==> src/rtl/hlc_pkg.sv <==
package hlc_pkg;
  // Register map; the indices are fixed by the address decode.
  typedef enum logic [2:0] {
    REG_TGT_LO  = 3'd0,
    REG_TGT_HI  = 3'd1,
    REG_OFF_LO  = 3'd2,
    REG_OFF_HI  = 3'd3,
    REG_MASK    = 3'd4,
    REG_STATUS  = 3'd5
  } hlc_reg_e;

  // Bit positions inside the status register.
  localparam int unsigned ST_HIT_BIT   = 0;
  localparam int unsigned ST_SHORT_BIT = 1;
endpackage

==> src/rtl/hlc_cfg_regs.sv <==
module hlc_cfg_regs #(
  parameter int unsigned DATA_W     = 8,
  parameter int unsigned CNT_W      = 16,
  parameter int unsigned ADDR_W     = 3,
  parameter int unsigned RST_TARGET = 12,
  parameter int unsigned RST_OFFSET = 6
) (
  input  logic              clk,
  input  logic              rst_n,
  input  logic              cfg_we,
  input  logic [ADDR_W-1:0] cfg_addr,
  input  logic [DATA_W-1:0] cfg_wdata,
  output logic [CNT_W-1:0]  target,
  output logic [CNT_W-1:0]  offset,
  output logic              irq_mask,
  output logic              clr_hit,
  output logic              clr_short
);
  import hlc_pkg::*;

  localparam int unsigned NB = CNT_W / DATA_W;
  localparam logic [CNT_W-1:0] TGT_INIT = CNT_W'(RST_TARGET);
  localparam logic [CNT_W-1:0] OFF_INIT = CNT_W'(RST_OFFSET);
  localparam logic [ADDR_W-1:0] A_MASK = ADDR_W'(REG_MASK);
  localparam logic [ADDR_W-1:0] A_STAT = ADDR_W'(REG_STATUS);

  // One write strobe per byte lane of each multi-byte value.
  function automatic logic lane_sel(input logic [ADDR_W-1:0] a, input int unsigned base,
                                    input int unsigned k);
    return a == ADDR_W'(base + k);
  endfunction

  for (genvar k = 0; k < NB; k++) begin : g_lane
    always_ff @(posedge clk or negedge rst_n) begin
      if (!rst_n) begin
        target[k*DATA_W +: DATA_W] <= TGT_INIT[k*DATA_W +: DATA_W];
        offset[k*DATA_W +: DATA_W] <= OFF_INIT[k*DATA_W +: DATA_W];
      end else if (cfg_we) begin
        if (lane_sel(cfg_addr, 0, k))
          target[k*DATA_W +: DATA_W] <= cfg_wdata;
        if (lane_sel(cfg_addr, NB, k))
          offset[k*DATA_W +: DATA_W] <= cfg_wdata;
      end
    end
  end

  always_ff @(posedge clk or negedge rst_n) begin
    if (!rst_n)                          irq_mask <= 1'b1;
    else if (cfg_we && cfg_addr == A_MASK) irq_mask <= cfg_wdata[0];
  end

  assign clr_hit   = cfg_we && (cfg_addr == A_STAT) && cfg_wdata[ST_HIT_BIT];
  assign clr_short = cfg_we && (cfg_addr == A_STAT) && cfg_wdata[ST_SHORT_BIT];
endmodule

==> src/rtl/hlc_frame_ctr.sv <==
module hlc_frame_ctr #(
  parameter int unsigned CNT_W = 16
) (
  input  logic             clk,
  input  logic             rst_n,
  input  logic             cs_n,
  input  logic             rx_vld,
  output logic             frame_start,
  output logic             frame_end,
  output logic             byte_take,
  output logic [CNT_W-1:0] cur_idx,
  output logic [CNT_W-1:0] nxt_cnt,
  output logic [CNT_W-1:0] cnt
);
  logic cs_q;

  function automatic logic [CNT_W-1:0] sat_inc(input logic [CNT_W-1:0] v);
    return (v == '1) ? v : v + CNT_W'(1);
  endfunction

  always_ff @(posedge clk or negedge rst_n) begin
    if (!rst_n) cs_q <= 1'b1;
    else        cs_q <= cs_n;
  end

  assign frame_start = cs_q & ~cs_n;
  assign frame_end   = ~cs_q & cs_n;
  assign byte_take   = ~cs_n & rx_vld;
  // Index of the byte on the bus this cycle (a frame-start byte is index 0).
  assign cur_idx     = frame_start ? '0 : cnt;
  assign nxt_cnt     = sat_inc(cur_idx);

  always_ff @(posedge clk or negedge rst_n) begin
    if (!rst_n)          cnt <= '0;
    else if (byte_take)  cnt <= nxt_cnt;
    else if (frame_start) cnt <= '0;
  end
endmodule

==> src/rtl/hlc_len_latch.sv <==
module hlc_len_latch #(
  parameter int unsigned DATA_W    = 8,
  parameter int unsigned CNT_W     = 16,
  parameter int unsigned LEN_BYTES = 2,
  localparam int unsigned LEN_W    = DATA_W * LEN_BYTES
) (
  input  logic              clk,
  input  logic              rst_n,
  input  logic              frame_start,
  input  logic              byte_take,
  input  logic [CNT_W-1:0]  cur_idx,
  input  logic [CNT_W-1:0]  offset,
  input  logic [DATA_W-1:0] rx_byte,
  output logic [LEN_W-1:0]  cap_len
);
  // Lane k takes the byte at offset+k; one extra bit keeps offset+k from wrapping.
  function automatic logic lane_hit(input logic [CNT_W-1:0] idx, input logic [CNT_W-1:0] off,
                                    input int unsigned k);
    return {1'b0, idx} == ({1'b0, off} + (CNT_W+1)'(k));
  endfunction

  for (genvar k = 0; k < LEN_BYTES; k++) begin : g_lane
    logic take_here;
    assign take_here = byte_take && lane_hit(cur_idx, offset, k);

    always_ff @(posedge clk or negedge rst_n) begin
      if (!rst_n)           cap_len[k*DATA_W +: DATA_W] <= '0;
      else if (take_here)   cap_len[k*DATA_W +: DATA_W] <= rx_byte;
      else if (frame_start) cap_len[k*DATA_W +: DATA_W] <= '0;
    end
  end
endmodule

==> src/rtl/hlc_flags.sv <==
module hlc_flags #(
  parameter int unsigned CNT_W = 16
) (
  input  logic             clk,
  input  logic             rst_n,
  input  logic             frame_start,
  input  logic             frame_end,
  input  logic             byte_take,
  input  logic [CNT_W-1:0] nxt_cnt,
  input  logic [CNT_W-1:0] target,
  input  logic             clr_hit,
  input  logic             clr_short,
  output logic             hit_ev,
  output logic             short_ev,
  output logic             hit_flag,
  output logic             short_flag
);
  logic fired;
  logic fired_eff;

  function automatic logic reaches(input logic [CNT_W-1:0] c, input logic [CNT_W-1:0] t);
    return c == t;
  endfunction

  // A new frame forgets the previous frame's event.
  assign fired_eff = fired & ~frame_start;
  assign hit_ev    = byte_take & reaches(nxt_cnt, target) & ~fired_eff;
  assign short_ev  = frame_end & ~fired;

  always_ff @(posedge clk or negedge rst_n) begin
    if (!rst_n) fired <= 1'b0;
    else        fired <= fired_eff | hit_ev;
  end

  always_ff @(posedge clk or negedge rst_n) begin
    if (!rst_n)       hit_flag <= 1'b0;
    else if (hit_ev)  hit_flag <= 1'b1;
    else if (clr_hit) hit_flag <= 1'b0;
  end

  always_ff @(posedge clk or negedge rst_n) begin
    if (!rst_n)         short_flag <= 1'b0;
    else if (short_ev)  short_flag <= 1'b1;
    else if (clr_short) short_flag <= 1'b0;
  end
endmodule

==> src/rtl/hdr_len_capture.sv <==
module hdr_len_capture #(
  parameter int unsigned DATA_W     = 8,
  parameter int unsigned CNT_W      = 16,
  parameter int unsigned LEN_BYTES  = 2,
  parameter int unsigned ADDR_W     = 3,
  parameter int unsigned RST_TARGET = 12,
  parameter int unsigned RST_OFFSET = 6,
  localparam int unsigned LEN_W     = DATA_W * LEN_BYTES
) (
  input  logic              clk,
  input  logic              rst_n,
  input  logic              cs_n,
  input  logic              rx_vld,
  input  logic [DATA_W-1:0] rx_byte,
  input  logic              cfg_we,
  input  logic [ADDR_W-1:0] cfg_addr,
  input  logic [DATA_W-1:0] cfg_wdata,
  output logic              irq,
  output logic              hit_flag,
  output logic              short_flag,
  output logic [LEN_W-1:0]  cap_len,
  output logic [CNT_W-1:0]  byte_cnt
);
  // Named internal events, observed by the bound checker.
  logic             frame_start;
  logic             frame_end;
  logic             byte_take;
  logic             hit_ev;
  logic             short_ev;
  logic [CNT_W-1:0] cur_idx;
  logic [CNT_W-1:0] nxt_cnt;
  logic [CNT_W-1:0] target;
  logic [CNT_W-1:0] offset;
  logic             irq_mask;
  logic             clr_hit;
  logic             clr_short;

  hlc_cfg_regs #(
    .DATA_W(DATA_W), .CNT_W(CNT_W), .ADDR_W(ADDR_W),
    .RST_TARGET(RST_TARGET), .RST_OFFSET(RST_OFFSET)
  ) u_regs (
    .clk(clk), .rst_n(rst_n), .cfg_we(cfg_we), .cfg_addr(cfg_addr), .cfg_wdata(cfg_wdata),
    .target(target), .offset(offset), .irq_mask(irq_mask),
    .clr_hit(clr_hit), .clr_short(clr_short)
  );

  hlc_frame_ctr #(.CNT_W(CNT_W)) u_ctr (
    .clk(clk), .rst_n(rst_n), .cs_n(cs_n), .rx_vld(rx_vld),
    .frame_start(frame_start), .frame_end(frame_end), .byte_take(byte_take),
    .cur_idx(cur_idx), .nxt_cnt(nxt_cnt), .cnt(byte_cnt)
  );

  hlc_len_latch #(.DATA_W(DATA_W), .CNT_W(CNT_W), .LEN_BYTES(LEN_BYTES)) u_len (
    .clk(clk), .rst_n(rst_n), .frame_start(frame_start), .byte_take(byte_take),
    .cur_idx(cur_idx), .offset(offset), .rx_byte(rx_byte), .cap_len(cap_len)
  );

  hlc_flags #(.CNT_W(CNT_W)) u_flags (
    .clk(clk), .rst_n(rst_n), .frame_start(frame_start), .frame_end(frame_end),
    .byte_take(byte_take), .nxt_cnt(nxt_cnt), .target(target),
    .clr_hit(clr_hit), .clr_short(clr_short),
    .hit_ev(hit_ev), .short_ev(short_ev), .hit_flag(hit_flag), .short_flag(short_flag)
  );

  assign irq = hit_flag & ~irq_mask;
endmodule

==> config.mk <==
export PLATFORM = sky130hd
export DESIGN_NAME = hdr_len_capture
export DESIGN_NICKNAME = d
export VERILOG_FILES = /design/src/rtl/hlc_pkg.sv /design/src/rtl/hlc_cfg_regs.sv /design/src/rtl/hlc_frame_ctr.sv /design/src/rtl/hlc_len_latch.sv /design/src/rtl/hlc_flags.sv /design/src/rtl/hdr_len_capture.sv
export SDC_FILE = /design/constraint.sdc
export NUM_CORES = 1
export LEC_CHECK = 0
export ABC_AREA = 1
export ABC_CLOCK_PERIOD_IN_PS = 2700
export BUFFER_PORTS_ARGS = -buffer_cell sky130_fd_sc_hd__buf_2
export CAP_MARGIN = 20
export CORE_MARGIN = 8
export CORE_UTILIZATION = 52
export DETAILED_ROUTE_END_ITERATION = 16
export PLACE_DENSITY = 0.76
export RECOVER_POWER = 25
export REMOVE_ABC_BUFFERS = 1
export SYNTH_ARGS = -nofsm -noshare
export SYNTH_HDL_FRONTEND = slang
export SYNTH_SLANG_ARGS = --single-unit
==> constraint.sdc <==
create_clock -name clk -period 2.7 [get_ports clk]
set_clock_uncertainty 0.2 [all_clocks]
set_input_delay 0.54 -clock clk [delete_from_list [all_inputs] [get_ports clk]]
set_output_delay 0.54 -clock clk [all_outputs]
set_load 0.1 [all_outputs]
==> impl_metrics.py, run 1 <==
metrics = {
    "setup_path": {
        "worstSetupPathType": "flip-flop to flip-flop",
        "r2r-end": "u_flags.hit_flag",
        "worst_path_most_repeated_cell": "nand2_2",
        "crit_fanout": 6,
        "r2r-start": "u_ctr.cs_q",
        "crit_slowest_cell": "dfstp_2",
        "reg2regPathDepth": 20,
        "worstPathRequired_ns": 2.78,
        "critPathLaunchType": "flip-flop",
        "end_kind": "flip-flop",
        "cp_cell_sequence": "nand2_4, nand2_2, inv_1, ha_1, nand2_1, inv_1, nand3_2, inv_2, nand2_2, inv_2, nand2_4, buf_12, nand2_2, nand2_2, nand3_1, nor2_1, nand2_1, nor2_2, nand3_1, nand2_1",
        "cpPeakStageDelay_ns": 0.56,
        "cp_data_arrival_time_ns": 2.71,
        "ff2ff_setup_slack_ns": 0.07,
    },
    "floorplanning": {
        "core_sq_mm": 0.00805,
        "rows": 33,
        "initial_utilization_pct": 52.6,
        "die_area_sq_mm": 0.0113,
        "ios": 59,
        "die_x_microns": 106,
        "die_y_microns": 106,
    },
    "routing": {
        "met2_length_microns": 5770,
        "highest_layer": "met4",
        "wl_met3_microns": 916,
        "via_count": 4197,
        "ant_nets": 0,
        "drc": 0,
        "drt_iter0_drc": 244,
        "wl_per_cell_microns": 16.1,
        "firstDrtPassIters": 5,
        "wl_microns": 12500,
        "m1WireLength_microns": 5380,
        "via_per_inst": 5.42,
    },
    "clocking": {
        "htreeDepth": 3,
        "cts_buffers": 9,
        "cts_tree": "done",
        "clk_pin_slew_ns": 0.07,
        "cts_sinks": 69,
        "clock-root-buffer": "clkbuf_8",
        "clock_latency_ns": 0.34,
        "clockBufferDepth": 2,
    },
    "synthesis": {
        "ys_ff_latch": 69,
        "yosysUniqueCellTypes": 35,
        "syn_area_sq_mm": 0.00424,
        "synth_edf_count": 0,
        "synth-compound-area-share_pct": 6.67,
        "muxShareOfSynthArea_pct": 0,
        "ys_top_cells_by_area": "dfrtp_1 (37%), nand2_1 (14%), nand3_1 (9.6%)",
        "synth_warnings": 0,
        "synthXorXnorAreaFrac_pct": 8.12,
        "synth_fa_ha_area_share_pct": 0.590,
        "yosysTopAreaCell": "dfrtp_1",
        "syn_inst": 557,
        "synthTopCellsByCount": "nand2_1 (153), nand3_1 (81), dfrtp_1 (63), inv_1 (56), o21ai_0 (50)",
        "synth_seq_area_share_pct": 40.9,
        "yosys.area_share.simple_pct": 36.6,
        "synth_ff_type": "dfrtp_1",
        "post-synth-top-count-cell": "nand2_1",
        "avgSynthCellArea_sq_um": 7.61,
        "synth_top_family_by_area": "simple AND/OR/NAND/NOR gates",
        "synth_top_area_share_pct": 37.2,
        "async_reset_ff_share_pct": 100,
    },
    "timing": {
        "holdWs_ns": 0.103,
        "worstMarginPinSlew_ns": 1.39,
        "maxSlewViolCount": 0,
        "layout_min_cycle_time_ns": 2.63,
        "fin_crit_sh_pct": 97.3,
        "max_freq_ghz": 0.381,
        "timing.slew.headroom_pct": 7.29,
        "finalSetupViolations": 0,
        "hold_violations": 0,
    },
    "placement": {
        "numPortBuffers": 58,
        "globalplace.congestion": 0.932,
        "dpl.hpwl_microns": 9560,
    },
    "pwr": {
        "p_leak_nw": 2.89,
        "ir_drop_mv": 0.436,
        "powerDensity_mw_per_mm2": 533,
    },
    "outcome": {
        "outcome": "complete, no violations",
    },
    "run": {
        "drv_cap": 0,
    },
    "global_routing": {
        "grt_usage_pct": 21.8,
        "grt_max_degree": 45,
        "grt_pass1_wl_microns": 19600,
        "grt_overflow": 0,
        "grt_pass1_vias": 3913,
        "antenna_found_initial": 0,
    },
    "layout": {
        "multi_input_area_sq_mm": 0.00224,
        "drive_gt1_share_pct": 26.4,
        "n_antenna_cell": 0,
        "register_area_sq_mm": 0.00174,
        "nets": 692,
        "postLayoutCoreUtil_pct": 65.7,
        "area_delta_synth_final_pct": 24.9,
        "fillers": 696,
    },
    "hold_path": {
        "hold_path_class": "primary input to flip-flop",
        "worstHoldPathCells": 1,
        "whs_endpoint": "u_ctr.cs_q",
        "hp-start": "cs_n",
    },
}
per-layer routing:
metal,global-route usage [%],vias to the layer above
met3,4.54,29
met4,9.85,0
li1,-,2045
met5,0,-
met2,34.5,177
met1,28.3,1946
layout by cell type (no fill, tap or decap), types with 3 or more instances in the layout:
cell type / instances
nand3b_1: 3
dfstp_2: 6
buf_4: 48
nand2_2: 13
clkbuf_8: 11
nor2_1: 30
clkbuf_1: 3
nor2_2: 6
nand2_1: 149
nand2_4: 7
xnor2_1: 12
buf_2: 55
o21ai_0: 50
nand3_1: 79
xor2_2: 3
xor2_1: 18
dfrtp_1: 62
inv_2: 4
nand3_2: 3
buf_12: 3
nand4_1: 22
inv_1: 54
metrics by stage:
| stage | instance area [sq um] | TNS (ns) | setup slack [ns] | total power (W) | instances |
|---|---|---|---|---|---|
| 2_1_floorplan | 4160 | -3.67 | -0.548 | 0.00173 | 543 |
| 3_3_place_gp | 4970 | 0 | 0.0229 | 0.00194 | 753 |
| 3_5_place_dp | 4970 | -0.277 | -0.156 | 0.00197 | 753 |
| 4_1_cts | 5170 | 0 | 0.00724 | 0.00282 | 768 |
| 5_1_grt | 5290 | -0.128 | -0.0793 | 0.00296 | 775 |
| 6_report | 5290 | 0 | 0.0736 | 0.00282 | 775 |
worst max path at each step:
stage | slack [ns] | from | endpoint | cells past startpoint
floorplan | -0.55 | u_ctr.cnt[0] | u_flags.hit_flag | 19
global placement | 0.02 | cs_n | u_flags.hit_flag | 21
detailed placement | -0.16 | cs_n | u_flags.hit_flag | 21
CTS | 0.007 | u_ctr.cs_q | u_flags.hit_flag | 19
global route | -0.08 | u_ctr.cs_q | u_flags.hit_flag | 20
finish | 0.07 | u_ctr.cs_q | u_flags.hit_flag | 20
timing repair:
| action | in CTS | in global routing |
|---|---|---|
| hold buffers | 0 | 0 |
| endpoints found under the setup margin | 0 | 10 |
| buffers inserted | 0 | 5 |
| resized for setup | 0 | 14 |
report_power, final:
| group | leakage [nW] | total (W) | internal [W] | switching [W] |
|---|---|---|---|---|
| clock network | 0.101 | 0.000856 | 0.000469 | 0.000387 |
| logic | 1.89 | 0.000679 | 0.000237 | 0.000441 |
| registers | 0.895 | 0.00129 | 0.00115 | 0.000136 |
| total | 2.89 | 0.00282 | 0.00186 | 0.000964 |
cell families after synthesis:
family / count (synthesis)
buf+inv: 72
fa+ha+maj: 2
simple gates: 324
compound gates: 55
xor+xnor: 35
flops: 69
cell type report:
| cell class | instances | share of cell area, % |
|---|---|---|
| clock buffers | 11 | 2.86 |
| clock inverters | 4 | 0.898 |
| inverters | 58 | 4.11 |
| multi-input cells | 416 | 42.4 |
| flip-flops and latches | 69 | 32.8 |
| well taps | 105 | 2.48 |
| repair buffers | 112 | 14.4 |
state kept, by name (all words and copies together) (netlist names), 16 cells and up:
signal,cells
u_ctr.cnt,16
u_len.cap_len,16
u_regs.offset,16
u_regs.target,16
critical path: cells and delay by family, from the launching register on:
family                     cells  cell delay [ns]
DFF                            1             0.56
adders and majority gates      1             0.21
and+or+nand+nor               14             1.24
buffers and inverters          5             0.36
(Power assumes the default switching activity.)
==> run 2: changes to the inputs <==
--- a/config.mk
+++ b/config.mk
@@ -12,7 +12,7 @@
 export CORE_MARGIN = 8
 export CORE_UTILIZATION = 52
 export DETAILED_ROUTE_END_ITERATION = 16
-export PLACE_DENSITY = 0.76
+export PLACE_DENSITY_LB_ADDON = 0.12
 export RECOVER_POWER = 25
 export REMOVE_ABC_BUFFERS = 1
 export SYNTH_ARGS = -nofsm -noshare
==> impl_metrics.py, run 2 (synthesis results as in run 1) <==
metrics = {
    "outcome": {
        "outcome": "complete, no violations",
    },
    "floorplanning": {
        "die_x_microns": 106,
        "die_area_sq_mm": 0.0113,
        "die_y_microns": 106,
        "ios": 59,
        "core_sq_mm": 0.00805,
        "initial_utilization_pct": 52.6,
        "rows": 33,
    },
    "setup_path": {
        "crit_fanout": 29,
        "cpPeakStageDelay_ns": 0.56,
        "crit_slowest_cell": "dfstp_2",
        "path_buf_inv": 3,
        "end_kind": "flip-flop",
        "r2r-start": "u_ctr.cs_q",
        "critPathLaunchType": "flip-flop",
        "crit_start": "u_ctr.cs_q",
        "cp_data_arrival_time_ns": 2.60,
        "worstSetupPathType": "flip-flop to flip-flop",
        "cp_cell_sequence": "nand2_4, buf_8, buf_4, nand2_4, xor2_1, xor2_1, nand3_1, nor3_4, buf_4, nand4_1, nand2_1",
        "cp_top_family": "simple AND/OR/NAND/NOR gates",
        "worstPathRequired_ns": 2.78,
    },
    "routing": {
        "via_per_inst": 5.29,
        "wl_microns": 12000,
        "via_count": 4130,
        "drc": 0,
        "firstDrtPassIters": 5,
        "drt_iter0_drc": 279,
        "wl_per_cell_microns": 15.3,
        "ant_nets": 0,
    },
    "pwr": {
        "powerDensity_mw_per_mm2": 515,
        "power_w": 0.00271,
        "p_comb_share_pct": 25.4,
        "p_leak_nw": 2.87,
        "netSwitchingPower_w": 0.000957,
        "p_seq_share_pct": 46.9,
        "pwr-share-clk_pct": 27.7,
        "ir_drop_mv": 0.447,
        "p_int_w": 0.00176,
        "swShare_pct": 35.2,
    },
    "global_routing": {
        "antenna_found_initial": 0,
        "grt_usage_pct": 22.0,
        "grt_pass1_wl_microns": 20000,
        "grt_overflow": 0,
        "grt_max_degree": 50,
        "grt_pass1_vias": 4002,
    },
    "clocking": {
        "clk_pin_slew_ns": 0.07,
        "clockBufferDepth": 2,
        "cts_tree": "done",
        "cts_sinks": 69,
        "clock-root-buffer": "clkbuf_8",
        "clock_latency_ns": 0.34,
        "cts_buffers": 9,
        "htreeDepth": 3,
    },
    "run": {
        "drv_cap": 0,
    },
    "timing": {
        "hold_violations": 0,
        "layout_min_cycle_time_ns": 2.52,
        "timing.slew.headroom_pct": 16.0,
        "fin_crit_sh_pct": 93.4,
        "maxSlewViolCount": 0,
        "finalSetupViolations": 0,
        "worstMarginPinSlew_ns": 1.26,
        "holdWs_ns": 0.106,
        "max_freq_ghz": 0.397,
    },
    "placement": {
        "placed_cells": 761,
        "dpl.hpwl_microns": 9340,
        "globalplace.congestion": 0.944,
        "numPortBuffers": 58,
    },
    "hold_path": {
        "hp-start": "cs_n",
        "hold_path_class": "primary input to flip-flop",
    },
    "layout": {
        "final_common_cell": "nand2_1",
        "final_cells": 781,
        "final_cell_mix": "nand2_1 (150), nand3_1 (80), dfrtp_1 (62), inv_1 (54)",
        "nets": 697,
        "area_delta_synth_final_pct": 24.4,
        "drive_gt1_share_pct": 26.5,
        "fillers": 745,
        "n_antenna_cell": 0,
    },
}
==> run 2: layout make-up <==
cell class | count | area [sq um] | area share [%]
inverters | 58 | 218 | 4.13
clock inverters | 4 | 25.0 | 0.475
multi-input cells | 416 | 2250 | 42.6
clock buffers | 12 | 145 | 2.75
well taps | 105 | 131 | 2.49
repair buffers | 117 | 769 | 14.6
flip-flops and latches | 69 | 1740 | 32.9
==> run 2: final timing paths <==
check,end,slack (ns),depth (start not counted)
worst max-delay path,u_len.cap_len[13],0.18,11
worst min-delay path,u_ctr.cs_q,0.11,1
worst max register to register,u_len.cap_len[13],0.18,11
worst min register to register,u_regs.irq_mask,0.29,2
max in group asynchronous,u_regs.offset[1],0.59,3
min in group asynchronous,u_ctr.cnt[12],0.79,2
==> run 2: routing by layer <==
layer	GRT usage, %	wire [microns]	vias up
met5	0	0	-
met4	6.53	155	0
li1	-	-	2058
met2	35.9	5600	150
met1	29.2	5430	1905
met3	3.99	777	17
==> run 2: power groups by stage <==
stage               clock network (W)  registers (W)  logic, W
global placement                    0        0.00129  0.000661
floorplan                           0        0.00133  0.000399
detailed placement                  0        0.00129  0.000672
CTS                          0.000766        0.00127  0.000675
global route                 0.000812        0.00129  0.000769
finish                       0.000753        0.00127  0.000689
==> run 2: worst register-to-register path, stage by stage, from the launching register on <==
cell     delay [ns]
dfstp_2        0.56
nand2_4        0.08
buf_8          0.18
buf_4          0.17
nand2_4        0.08
xor2_1         0.22
xor2_1         0.17
nand3_1        0.13
nor3_4         0.31
buf_4          0.20
nand4_1        0.10
nand2_1        0.08
==> run 2: what timing repair did <==
| item | CTS | global route |
|---|---|---|
| setup endpoints to repair | 0 | 11 |
| gates resized for setup | 0 | 21 |
| hold endpoints to repair | 18 | 0 |
| hold buffers | 1 | 0 |
| buffers inserted | 0 | 3 |
==> run 2: metrics by stage <==
stage,setup TNS [ns],instance area (sq um),util [%],setup slack (ns)
2_1_floorplan,-3.67,4160,-,-0.548
3_3_place_gp,-0.924,5020,62.3,-0.0898
3_5_place_dp,-1.36,5020,62.3,-0.116
4_1_cts,0,5200,64.5,0.0890
5_1_grt,-0.00572,5270,65.5,-0.00572
6_report,0,5270,65.5,0.179
